File: config.mk
export PLATFORM = sky130hd
export DESIGN_NAME = prd_dma_engine
export DESIGN_NICKNAME = d
export VERILOG_FILES = /design/src/rtl/prd_dma_pkg.sv /design/src/rtl/prd_desc_decode.sv /design/src/rtl/prd_step_len.sv /design/src/rtl/prd_table_guard.sv /design/src/rtl/prd_dma_engine.sv
export SDC_FILE = /design/constraint.sdc
export NUM_CORES = 1
export LEC_CHECK = 0
export BUFFER_PORTS_ARGS = -buffer_cell sky130_fd_sc_hd__buf_2
export CAP_MARGIN = 20
export CORE_UTILIZATION = 50
export DETAILED_ROUTE_END_ITERATION = 8
export PLACE_DENSITY = 0.73
export SLEW_MARGIN = 25
export SYNTH_ARGS = -nofsm -noshare
export SYNTH_HDL_FRONTEND = slang
export SYNTH_SLANG_ARGS = --single-unit
File: constraint.sdc
create_clock -name clk -period 7.06 [get_ports clk]
set_clock_uncertainty 0.15 [all_clocks]
set_input_delay 1.412 -clock clk [delete_from_list [all_inputs] [get_ports clk]]
set_output_delay 1.412 -clock clk [all_outputs]
set_load 0.05 [all_outputs]
File: src/rtl/prd_dma_pkg.sv
package prd_dma_pkg;

   localparam int DESC_BYTES = 8;
   localparam int DLEN_W     = 17;

   typedef enum logic [2:0] {
      ST_IDLE,
      ST_CHECK,
      ST_FETCH,
      ST_FWAIT,
      ST_BURST,
      ST_BWAIT
   } walk_state_e;

   typedef struct packed {
      logic [31:0]       buf_addr;
      logic [DLEN_W-1:0] len;
      logic              last;
   } prd_desc_t;

endpackage

File: src/rtl/prd_desc_decode.sv
module prd_desc_decode
   import prd_dma_pkg::*;
(
   input  logic [63:0] raw_i,
   output prd_desc_t   desc_o
);
   logic [31:0] size_word;
   logic [15:0] masked;

   always_comb begin
      size_word       = raw_i[63:32];
      masked          = {size_word[15:1], 1'b0};
      desc_o.buf_addr = raw_i[31:0];
      desc_o.last     = size_word[31];
      if (masked == 16'd0) desc_o.len = DLEN_W'(17'h10000);
      else                 desc_o.len = DLEN_W'(masked);
   end
endmodule

File: src/rtl/prd_step_len.sv
module prd_step_len
   import prd_dma_pkg::*;
#(
   parameter int REQ_W     = 20,
   parameter int BURST_MAX = 4096,
   localparam int BURST_W  = $clog2(BURST_MAX + 1)
)(
   input  logic [REQ_W-1:0]   remain_i,
   input  logic [DLEN_W-1:0]  dlen_i,
   output logic [BURST_W-1:0] step_o
);
   logic [31:0] a, b, m;

   always_comb begin
      a = 32'(remain_i);
      b = 32'(dlen_i);
      m = (a < b) ? a : b;
   end

   generate
      if (BURST_MAX >= 65536) begin : g_nocap
         assign step_o = BURST_W'(m);
      end else begin : g_cap
         assign step_o = (m > 32'(BURST_MAX)) ? BURST_W'(BURST_MAX) : BURST_W'(m);
      end
   endgenerate
endmodule

File: src/rtl/prd_table_guard.sv
module prd_table_guard #(
   parameter int TABLE_LIMIT = 4096
)(
   input  logic [31:0] base_i,
   input  logic [31:0] ptr_i,
   output logic        ok_o
);
   logic [31:0] span;
   assign span = ptr_i - base_i;
   assign ok_o = span < 32'(TABLE_LIMIT);
endmodule

File: src/rtl/prd_dma_engine.sv
module prd_dma_engine
   import prd_dma_pkg::*;
#(
   parameter int REQ_W       = 20,
   parameter int BURST_MAX   = 4096,
   parameter int TABLE_LIMIT = 4096,
   localparam int BURST_W    = $clog2(BURST_MAX + 1)
)(
   input  logic               clk,
   input  logic               rst_n,
   input  logic               start_i,
   input  logic               to_mem_i,
   input  logic [31:0]        table_base_i,
   input  logic [REQ_W-1:0]   req_bytes_i,
   output logic               desc_rd_valid_o,
   input  logic               desc_rd_ready_i,
   output logic [31:0]        desc_rd_addr_o,
   input  logic               desc_rsp_valid_i,
   input  logic [63:0]        desc_rsp_data_i,
   output logic               mem_valid_o,
   input  logic               mem_ready_i,
   output logic [31:0]        mem_addr_o,
   output logic [BURST_W-1:0] mem_len_o,
   output logic               mem_we_o,
   input  logic               mem_done_i,
   output logic               done_o,
   output logic               error_o
);

   initial begin
      assert (REQ_W >= 1 && REQ_W <= 31) else $error("REQ_W out of range");
      assert (BURST_MAX >= 2 && BURST_MAX % 2 == 0) else $error("BURST_MAX must be even and >= 2");
      assert (TABLE_LIMIT >= DESC_BYTES && TABLE_LIMIT % DESC_BYTES == 0)
         else $error("TABLE_LIMIT must be a multiple of the descriptor size");
   end

   walk_state_e       state;
   logic [31:0]       base_q, cur_ptr, d_addr;
   logic [REQ_W-1:0]  remain;
   logic [DLEN_W-1:0] d_len;
   logic              d_last, dir_q, done_q, err_q;

   prd_desc_t          dec;
   logic [BURST_W-1:0] step;
   logic               window_ok;

   prd_desc_decode u_decode (
      .raw_i  (desc_rsp_data_i),
      .desc_o (dec)
   );

   prd_step_len #(.REQ_W(REQ_W), .BURST_MAX(BURST_MAX)) u_step (
      .remain_i (remain),
      .dlen_i   (d_len),
      .step_o   (step)
   );

   prd_table_guard #(.TABLE_LIMIT(TABLE_LIMIT)) u_guard (
      .base_i (base_q),
      .ptr_i  (cur_ptr),
      .ok_o   (window_ok)
   );

   always_ff @(posedge clk or negedge rst_n) begin
      if (!rst_n) begin
         state   <= ST_IDLE;
         base_q  <= '0;
         cur_ptr <= '0;
         d_addr  <= '0;
         d_len   <= '0;
         d_last  <= 1'b0;
         remain  <= '0;
         dir_q   <= 1'b0;
         done_q  <= 1'b0;
         err_q   <= 1'b0;
      end else begin
         done_q <= 1'b0;
         err_q  <= 1'b0;
         case (state)
            ST_IDLE: begin
               if (start_i) begin
                  base_q  <= table_base_i;
                  cur_ptr <= table_base_i;
                  remain  <= req_bytes_i;
                  dir_q   <= to_mem_i;
                  d_len   <= '0;
                  d_addr  <= '0;
                  d_last  <= 1'b0;
                  state   <= ST_CHECK;
               end
            end
            ST_CHECK: begin
               if (remain == '0) begin
                  done_q <= 1'b1;
                  state  <= ST_IDLE;
               end else if (d_len == '0) begin
                  if (d_last || !window_ok) begin
                     done_q <= 1'b1;
                     err_q  <= 1'b1;
                     state  <= ST_IDLE;
                  end else begin
                     state <= ST_FETCH;
                  end
               end else begin
                  state <= ST_BURST;
               end
            end
            ST_FETCH: begin
               if (desc_rd_ready_i) begin
                  cur_ptr <= cur_ptr + 32'(DESC_BYTES);
                  state   <= ST_FWAIT;
               end
            end
            ST_FWAIT: begin
               if (desc_rsp_valid_i) begin
                  d_addr <= dec.buf_addr;
                  d_len  <= dec.len;
                  d_last <= dec.last;
                  state  <= ST_CHECK;
               end
            end
            ST_BURST: begin
               if (mem_ready_i) begin
                  d_addr <= d_addr + 32'(step);
                  d_len  <= d_len - DLEN_W'(step);
                  remain <= remain - REQ_W'(step);
                  state  <= ST_BWAIT;
               end
            end
            ST_BWAIT: begin
               if (mem_done_i) state <= ST_CHECK;
            end
            default: state <= ST_IDLE;
         endcase
      end
   end

   assign desc_rd_valid_o = (state == ST_FETCH);
   assign desc_rd_addr_o  = cur_ptr;
   assign mem_valid_o     = (state == ST_BURST);
   assign mem_addr_o      = d_addr;
   assign mem_len_o       = step;
   assign mem_we_o        = dir_q;
   assign done_o          = done_q;
   assign error_o         = err_q;

   assert_done_pulse_R11: assert property (@(posedge clk) disable iff (!rst_n)
      done_o |=> !done_o);

   assert_error_with_done_R8: assert property (@(posedge clk) disable iff (!rst_n)
      error_o |-> done_o);

   assert_burst_cap_R6: assert property (@(posedge clk) disable iff (!rst_n)
      mem_valid_o |-> (mem_len_o != '0 && 32'(mem_len_o) <= 32'(BURST_MAX)));

   assert_burst_hold_R10: assert property (@(posedge clk) disable iff (!rst_n)
      (mem_valid_o && !mem_ready_i) |=>
         (mem_valid_o && $stable(mem_addr_o) && $stable(mem_len_o) && $stable(mem_we_o)));

   assert_fetch_hold_R10: assert property (@(posedge clk) disable iff (!rst_n)
      (desc_rd_valid_o && !desc_rd_ready_i) |=> (desc_rd_valid_o && $stable(desc_rd_addr_o)));

   assert_table_window_R9: assert property (@(posedge clk) disable iff (!rst_n)
      desc_rd_valid_o |-> ((desc_rd_addr_o - base_q) < 32'(TABLE_LIMIT)));

   assert_start_ignored_R11: assert property (@(posedge clk) disable iff (!rst_n)
      (state != ST_IDLE) |=> $stable(base_q));

   assert_one_request_R10: assert property (@(posedge clk) disable iff (!rst_n)
      !(mem_valid_o && desc_rd_valid_o));

endmodule

==> metrics, run 1 <==
status complete, no violations; Async S/R FF share, synth 100%; CTS H-tree depth 4; Routed Wire Length 30900 um; layout cells sized above 1 17.5%; Clock Sinks 140; crit-path cells inv_1, ha_1, a21o_1, a21o_1, a21o_1, a21o_1, a21o_1, a2111oi_2, o211a_1, mux2i_1, nor2_1, ha_1, inv_1, fa_1, nor2b_1, o21ai_0, a21boi_2, o21ai_2, a21boi_2, o21ai_1, a211o_1, or3_1, or2_4, o311ai_1; RR Endpoint mem_addr_o[26]$_DFFE_PN0P_; Yosys cell types 83; worst hold stages 2; Crit path buffers/inverters 2; largest net degree at the start of global routing 78; Die H 149 um; port buffer count 189; DR pass1 iterations 5; IO Pins 206; r2r worst-path depth 24; Period Utilization, post-route 91.9%; Rows 53; total gr overflow 0; final net count 1698; clock slew at reported path FFs 60 ps; CP endpoint kind flop; Crit path max-delay family compound AO/OA/AOI/OAI gates; CP max-delay cell o211a_1; Hold-fix buffers, CTS 0; Critical Path RT 7220 ps; final setup fails 0; syn avg cell area 8.15 sq um; post-cts sizing count 0; Synth-to-Final Area Change 15.8%; kind of critical path reg -> reg; global-route wire length before repair 50300 um; Core Footprint 21100 sq um; routed vias/inst 6.07; vias in the first global route 10300; setup repair bufs after CTS 0; Iteration-0 DRC Markers 566; Slew Limit Fails 0; CP Max Fanout 9; worst hold path startpoint mem_we_o$_DFFE_PN0P_; Final min period 6490 ps; WL/cell 17.4 um; DRC 0; initial core utilization 51.2%; RSZ-0062 raised after global routing false; die footprint 22200 sq um; Hold Crit Class reg -> reg; CTS tree done; Core Util, Final 59.3%; final worst setup slack 573 ps; Rel. slew slack 30.1%; DRT antenna net count 0; Root Driver clkbuf_16; synth warn 0; Worst Tran Pin Value 1050 ps; die width 149 um; R2R Path Start d_len[1]$_DFFE_PN0P_; Gate Count Post-Synth 1324; antenna violations before repair 5; GRT Overall Usage 28.2%; pre-CTS WS 690 ps; total number of vias 10800; Clk Latency, worst-skew pair 430 ps; CTS Buf Count 17; maxcap violations 0; ys flop type dfrtp_1; Sum Neg Setup Slack 0 ps; Post-Syn Nets 1537; fmax 154 MHz; CP Launch Type flop; flop2flop setup slack 570 ps; RD Place Congestion 0.960; Hold Path Sink mem_we_o$_DFFE_PN0P_; EDFF count, synth 0; CP most frequent cell a21o_1; mapped cell area 10800 sq um; Hold Fails Final Rpt 0; register area share after synthesis 32.5%; Seq cells post-synth 140; Slowest Stage Delay on Critical Path 510 ps; DPL Wire Length 22600 um; maximum clock path buffer count 2; CP arrival 6650 ps
[synthesized netlist by cell type, drive strengths merged (5+ instances only)]
library cell	number	share of area, %
o22ai	17	0.99
ha	86	10
a21oi	91	4.3
or3	6	0.35
nand3	40	1.9
o311ai	7	0.71
nor4	15	0.99
a21o	26	1.8
a21boi	7	0.56
o31ai	5	0.35
a22oi	6	0.42
o211ai	13	0.90
buf	8	0.57
dfrtp	140	32
o21ai	116	5.4
or2	18	1.1
and3	24	1.4
a32oi	27	2.2
nor2b	15	0.87
mux2i	25	2.3
a31oi	16	0.93
nand4	16	0.93
nand2b	12	0.77
clkbuf	51	1.8
a211oi	14	0.97
nand2	171	5.9
o21bai	5	0.35
nor2	116	4.0
nor3	21	0.97
xnor2	24	1.9
o21a	13	0.90
a221oi	20	1.6
inv	76	2.6
xor2	10	0.81
and2	9	0.53
[worst register-to-register path, stage by stage (launching register included)]
cell and delay [ps]:
dfrtp_1 470, inv_1 90, ha_1 290, a21o_1 150, a21o_1 170, a21o_1 170
a21o_1 170, a21o_1 200, a2111oi_2 400, o211a_1 510, mux2i_1 220, nor2_1 390
ha_1 260, inv_1 60, fa_1 410, nor2b_1 130, o21ai_0 140, a21boi_2 250
o21ai_2 90, a21boi_2 140, o21ai_1 100, a211o_1 350, or3_1 490, or2_4 300
o311ai_1 260
[state kept, by name (all words and copies together) (netlist names)]
name,flops
done_o,1
error_o,1
mem_addr_o,32
base_q,32
state,3
d_last,1
remain,20
d_len,17
desc_rd_addr_o,32
mem_we_o,1
[cells by family (layout without fill, tap and decap cells)]
logic type,Yosys count,in the layout,share of synthesized area (%)
AOI/OAI and AO/OA,422,422,25.9
xor gates and xnor gates,34,34,2.76
adders and majority gates,89,89,10.5
buffers and inverters,135,309,5.00
DFF,140,140,32.5
muxes,28,28,2.63
other,0,4,0
and+or+nand+nor,476,476,20.7
[cell usage in the layout (no fill, tap or decap), types with 24 or more instances in the layout]
cell,synthesis,final
dfrtp_1,140,140
inv_1,76,76
nor2_1,116,115
ha_1,86,86
mux2i_1,25,25
a21oi_1,90,90
o21ai_0,113,113
a21o_1,26,26
a32oi_1,27,27
nand2_1,171,170
nand3_1,40,40
xnor2_1,24,24
buf_2,1,188
and3_1,24,24
[per-stage QoR]
| stage | instances | cell area, sq um | hold slack, ps |
|---|---|---|---|
| after CTS | 1773 | 12500 | 327 |
| final | 1777 | 12500 | 327 |
| after detailed placement | 1741 | 11900 | 311 |
| after global routing | 1776 | 12500 | 354 |
| after floorplan | 1324 | 10800 | 300 |
| after global placement | 1741 | 11900 | 307 |
[area by class of cell]
class | count | area [sq um]
clock inverter | 13 | 118
inverter | 76 | 285
tap | 275 | 344
timing repair buffer | 201 | 1040
multi-input combinational | 1049 | 6760
antenna | 4 | 10.0
sequential | 140 | 3500
clock buffer | 19 | 433
fill | 1958 | 8590
[how the worst max path moves through the flow]
stage / depth (start not counted) / slack, ps / from / end
3_3_place_gp: 24 / 780 / d_len[1]$_DFFE_PN0P_ / mem_addr_o[24]$_DFFE_PN0P_
2_1_floorplan: 27 / 870 / d_len[1]$_DFFE_PN0P_ / mem_addr_o[24]$_DFFE_PN0P_
3_5_place_dp: 24 / 690 / d_len[1]$_DFFE_PN0P_ / mem_addr_o[26]$_DFFE_PN0P_
5_1_grt: 24 / 220 / d_len[1]$_DFFE_PN0P_ / mem_addr_o[26]$_DFFE_PN0P_
6_report: 24 / 570 / d_len[1]$_DFFE_PN0P_ / mem_addr_o[26]$_DFFE_PN0P_
4_1_cts: 24 / 650 / d_len[1]$_DFFE_PN0P_ / mem_addr_o[26]$_DFFE_PN0P_
[routing by layer]
metal	GRT usage [%]	vias up	part of all wire (%)
met5	0	-	0.042
met4	9.85	2	2.4
met3	5.29	56	6.4
met2	47.8	371	49
met1	35.9	5187	42
li1	-	5175	-
Power of run 1 is not shown: default switching activity piles up to over one toggle a cycle in this logic, so the estimate is an artifact.
==> run 2: changes to the inputs <==
==> constraint.sdc (replaced) <==
create_clock -name clk -period 7.06 [get_ports clk]
set_clock_uncertainty 0.15 [all_clocks]
set_input_delay 1.059 -clock clk [delete_from_list [all_inputs] [get_ports clk]]
set_output_delay 1.059 -clock clk [all_outputs]
set_load 0.02 [all_outputs]
==> run 2 against run 1 <==
Die area is the same. Fmax down 2.1%. Wire length decreased by 0.59%. Setup slack worse by 140 ps. Sequential share of layout area shrank 0.24 points. Flip-flop and latch count stayed put.
==> metrics, run 2 (synthesis results as in run 1) <==
WL/cell 17.3 um; die width 149 um; maximum clock path buffer count 2; layout cells sized above 1 17.6%; CTS Buf Count 17; most frequent cells in the layout buf_2 (188), nand2_1 (170), dfrtp_1 (140), nor2_1 (115), o21ai_0 (113); final net count 1698; CP arrival 6810 ps; Hold Fails Final Rpt 0; CP Max Fanout 13; status complete, no violations; initial core utilization 51.2%; CTS tree done; Synth-to-Final Area Change 16.8%; total gr overflow 0; Root Driver clkbuf_16; clock slew at reported path FFs 60 ps; final setup fails 0; DRT antenna net count 0; CP endpoint kind flop; kind of critical path reg -> reg; switching pwr 3650 uW; IO Pins 206; Clock Power Share 13.7%; RD Place Congestion 0.952; Rows 53; Final min period 6630 ps; Hold-fix buffers, CTS 0; Sum Neg Setup Slack 0 ps; Rel. slew slack 32.0%; setup repair bufs after CTS 0; fillers 1929; CTS H-tree depth 4; RSZ-0062 raised after global routing false; Clk Latency, worst-skew pair 440 ps; Routed Wire Length 30800 um; Int Pwr 3680 uW; die footprint 22200 sq um; global-route wire length before repair 49600 um; fmax 151 MHz; GRT Overall Usage 28.0%; Slew Limit Fails 0; Worst Tran Pin Value 1020 ps; DR pass1 iterations 6; post-cts sizing count 0; DRC 0; antenna violations before repair 6; routed vias/inst 6.00; most common cell after layout, fill and taps aside buf_2; Core Footprint 21100 sq um; Die H 149 um; Critical Path RT 7240 ps; leak pwr 0.00583 uW; maxcap violations 0; Iteration-0 DRC Markers 722; Sequential Power Share 22.4%; total number of vias 10700; Clock Sinks 140; power share of the combinational group 63.9%; port buffer count 189; switching share of power 49.8%; largest net degree at the start of global routing 74; DPL Wire Length 22200 um; hold slack 329 ps; VDD IR-drop max 0.343 mV; Hold Crit Class reg -> reg; CP Launch Type flop; vias in the first global route 10200; Period Utilization, post-route 93.9%; Pwr per Cell Area 581 nW/um^2
## run 2: changes by cell type in the layout (fill, tap and decap cells not counted), sizes merged
cell / change
bufinv: +3
clkinv: -3
diode: +3
inv: +2
clkbuf: -1
clkinvlp: -1
## run 2: path summary, 6_finish.rpt
kind                                            from  cells after the start  slack (ps)                    endpoint
worst max-delay path            d_len[1]$_DFFE_PN0P_                     25         430  mem_addr_o[26]$_DFFE_PN0P_
worst min-delay path            mem_we_o$_DFFE_PN0P_                      2         330        mem_we_o$_DFFE_PN0P_
worst max register to register  d_len[1]$_DFFE_PN0P_                     25         430  mem_addr_o[26]$_DFFE_PN0P_
worst min register to register  mem_we_o$_DFFE_PN0P_                      2         330        mem_we_o$_DFFE_PN0P_
max in group asynchronous                      rst_n                      2        5140        state[2]$_DFFE_PN0P_
min in group asynchronous                      rst_n                      1         450  mem_addr_o[13]$_DFFE_PN0P_
## run 2: power groups by stage
stage	registers, uW	clock network [uW]	logic [uW]
2_1_floorplan	1710	0	3400
3_3_place_gp	1630	0	4520
3_5_place_dp	1640	0	4600
4_1_cts	1630	1020	4640
5_1_grt	1700	1050	5210
6_report	1640	1010	4680
## run 2: worst max-delay path, stage by stage (launching register included)
cell       delay [ps]
dfrtp_1           480
inv_1              90
ha_1              270
a21o_1            150
a21o_1            160
a21o_1            180
a21o_1            180
a21o_1            190
a2111oi_2         450
o211a_1           520
mux2i_1           140
buf_4             190
nor2_1            380
ha_1              250
inv_1              50
fa_1              410
nor2b_1           120
o21ai_0           120
a21boi_2          250
o21ai_2            90
a21boi_2          150
o21ai_1           110
a211o_1           360
or3_1             490
or2_4             300
o311ai_1          240
## run 2: layout make-up
| type | count | area [sq um] | share of cell area [%] |
|---|---|---|---|
| multi-input combinational | 1049 | 6760 | 53.7 |
| antenna | 7 | 17.5 | 0.139 |
| clock buffer | 18 | 439 | 3.48 |
| tap | 275 | 344 | 2.73 |
| inverter | 76 | 285 | 2.26 |
| timing repair buffer | 201 | 1050 | 8.30 |
| clock inverter | 14 | 208 | 1.65 |
| sequential | 140 | 3500 | 27.8 |
## run 2: metal layers
metal / vias to the layer above / GRT usage, % / part of all wire, %
met3: 69 / 5.47 / 6.3
met2: 349 / 46.7 / 48
li1: 5197 / - / -
met1: 5062 / 35.5 / 43
met4: 2 / 11.1 / 2.7
met5: - / 0 / 0.042
## run 2: metrics by stage
step                      cell area (sq um)  total power (uW)  setup WS [ps]  util, %  cells
after floorplan                       10800              5110           1280        -   1324
final                                 12600              7330            433     59.8   1780
after global routing                  12600              7960           34.9     59.7   1777
after CTS                             12600              7290            565     59.7   1773
after global placement                11900              6140            757     56.6   1741
after detailed placement              11900              6240            608     56.6   1741
No activity file was read; power rests on OpenSTA's default activity.
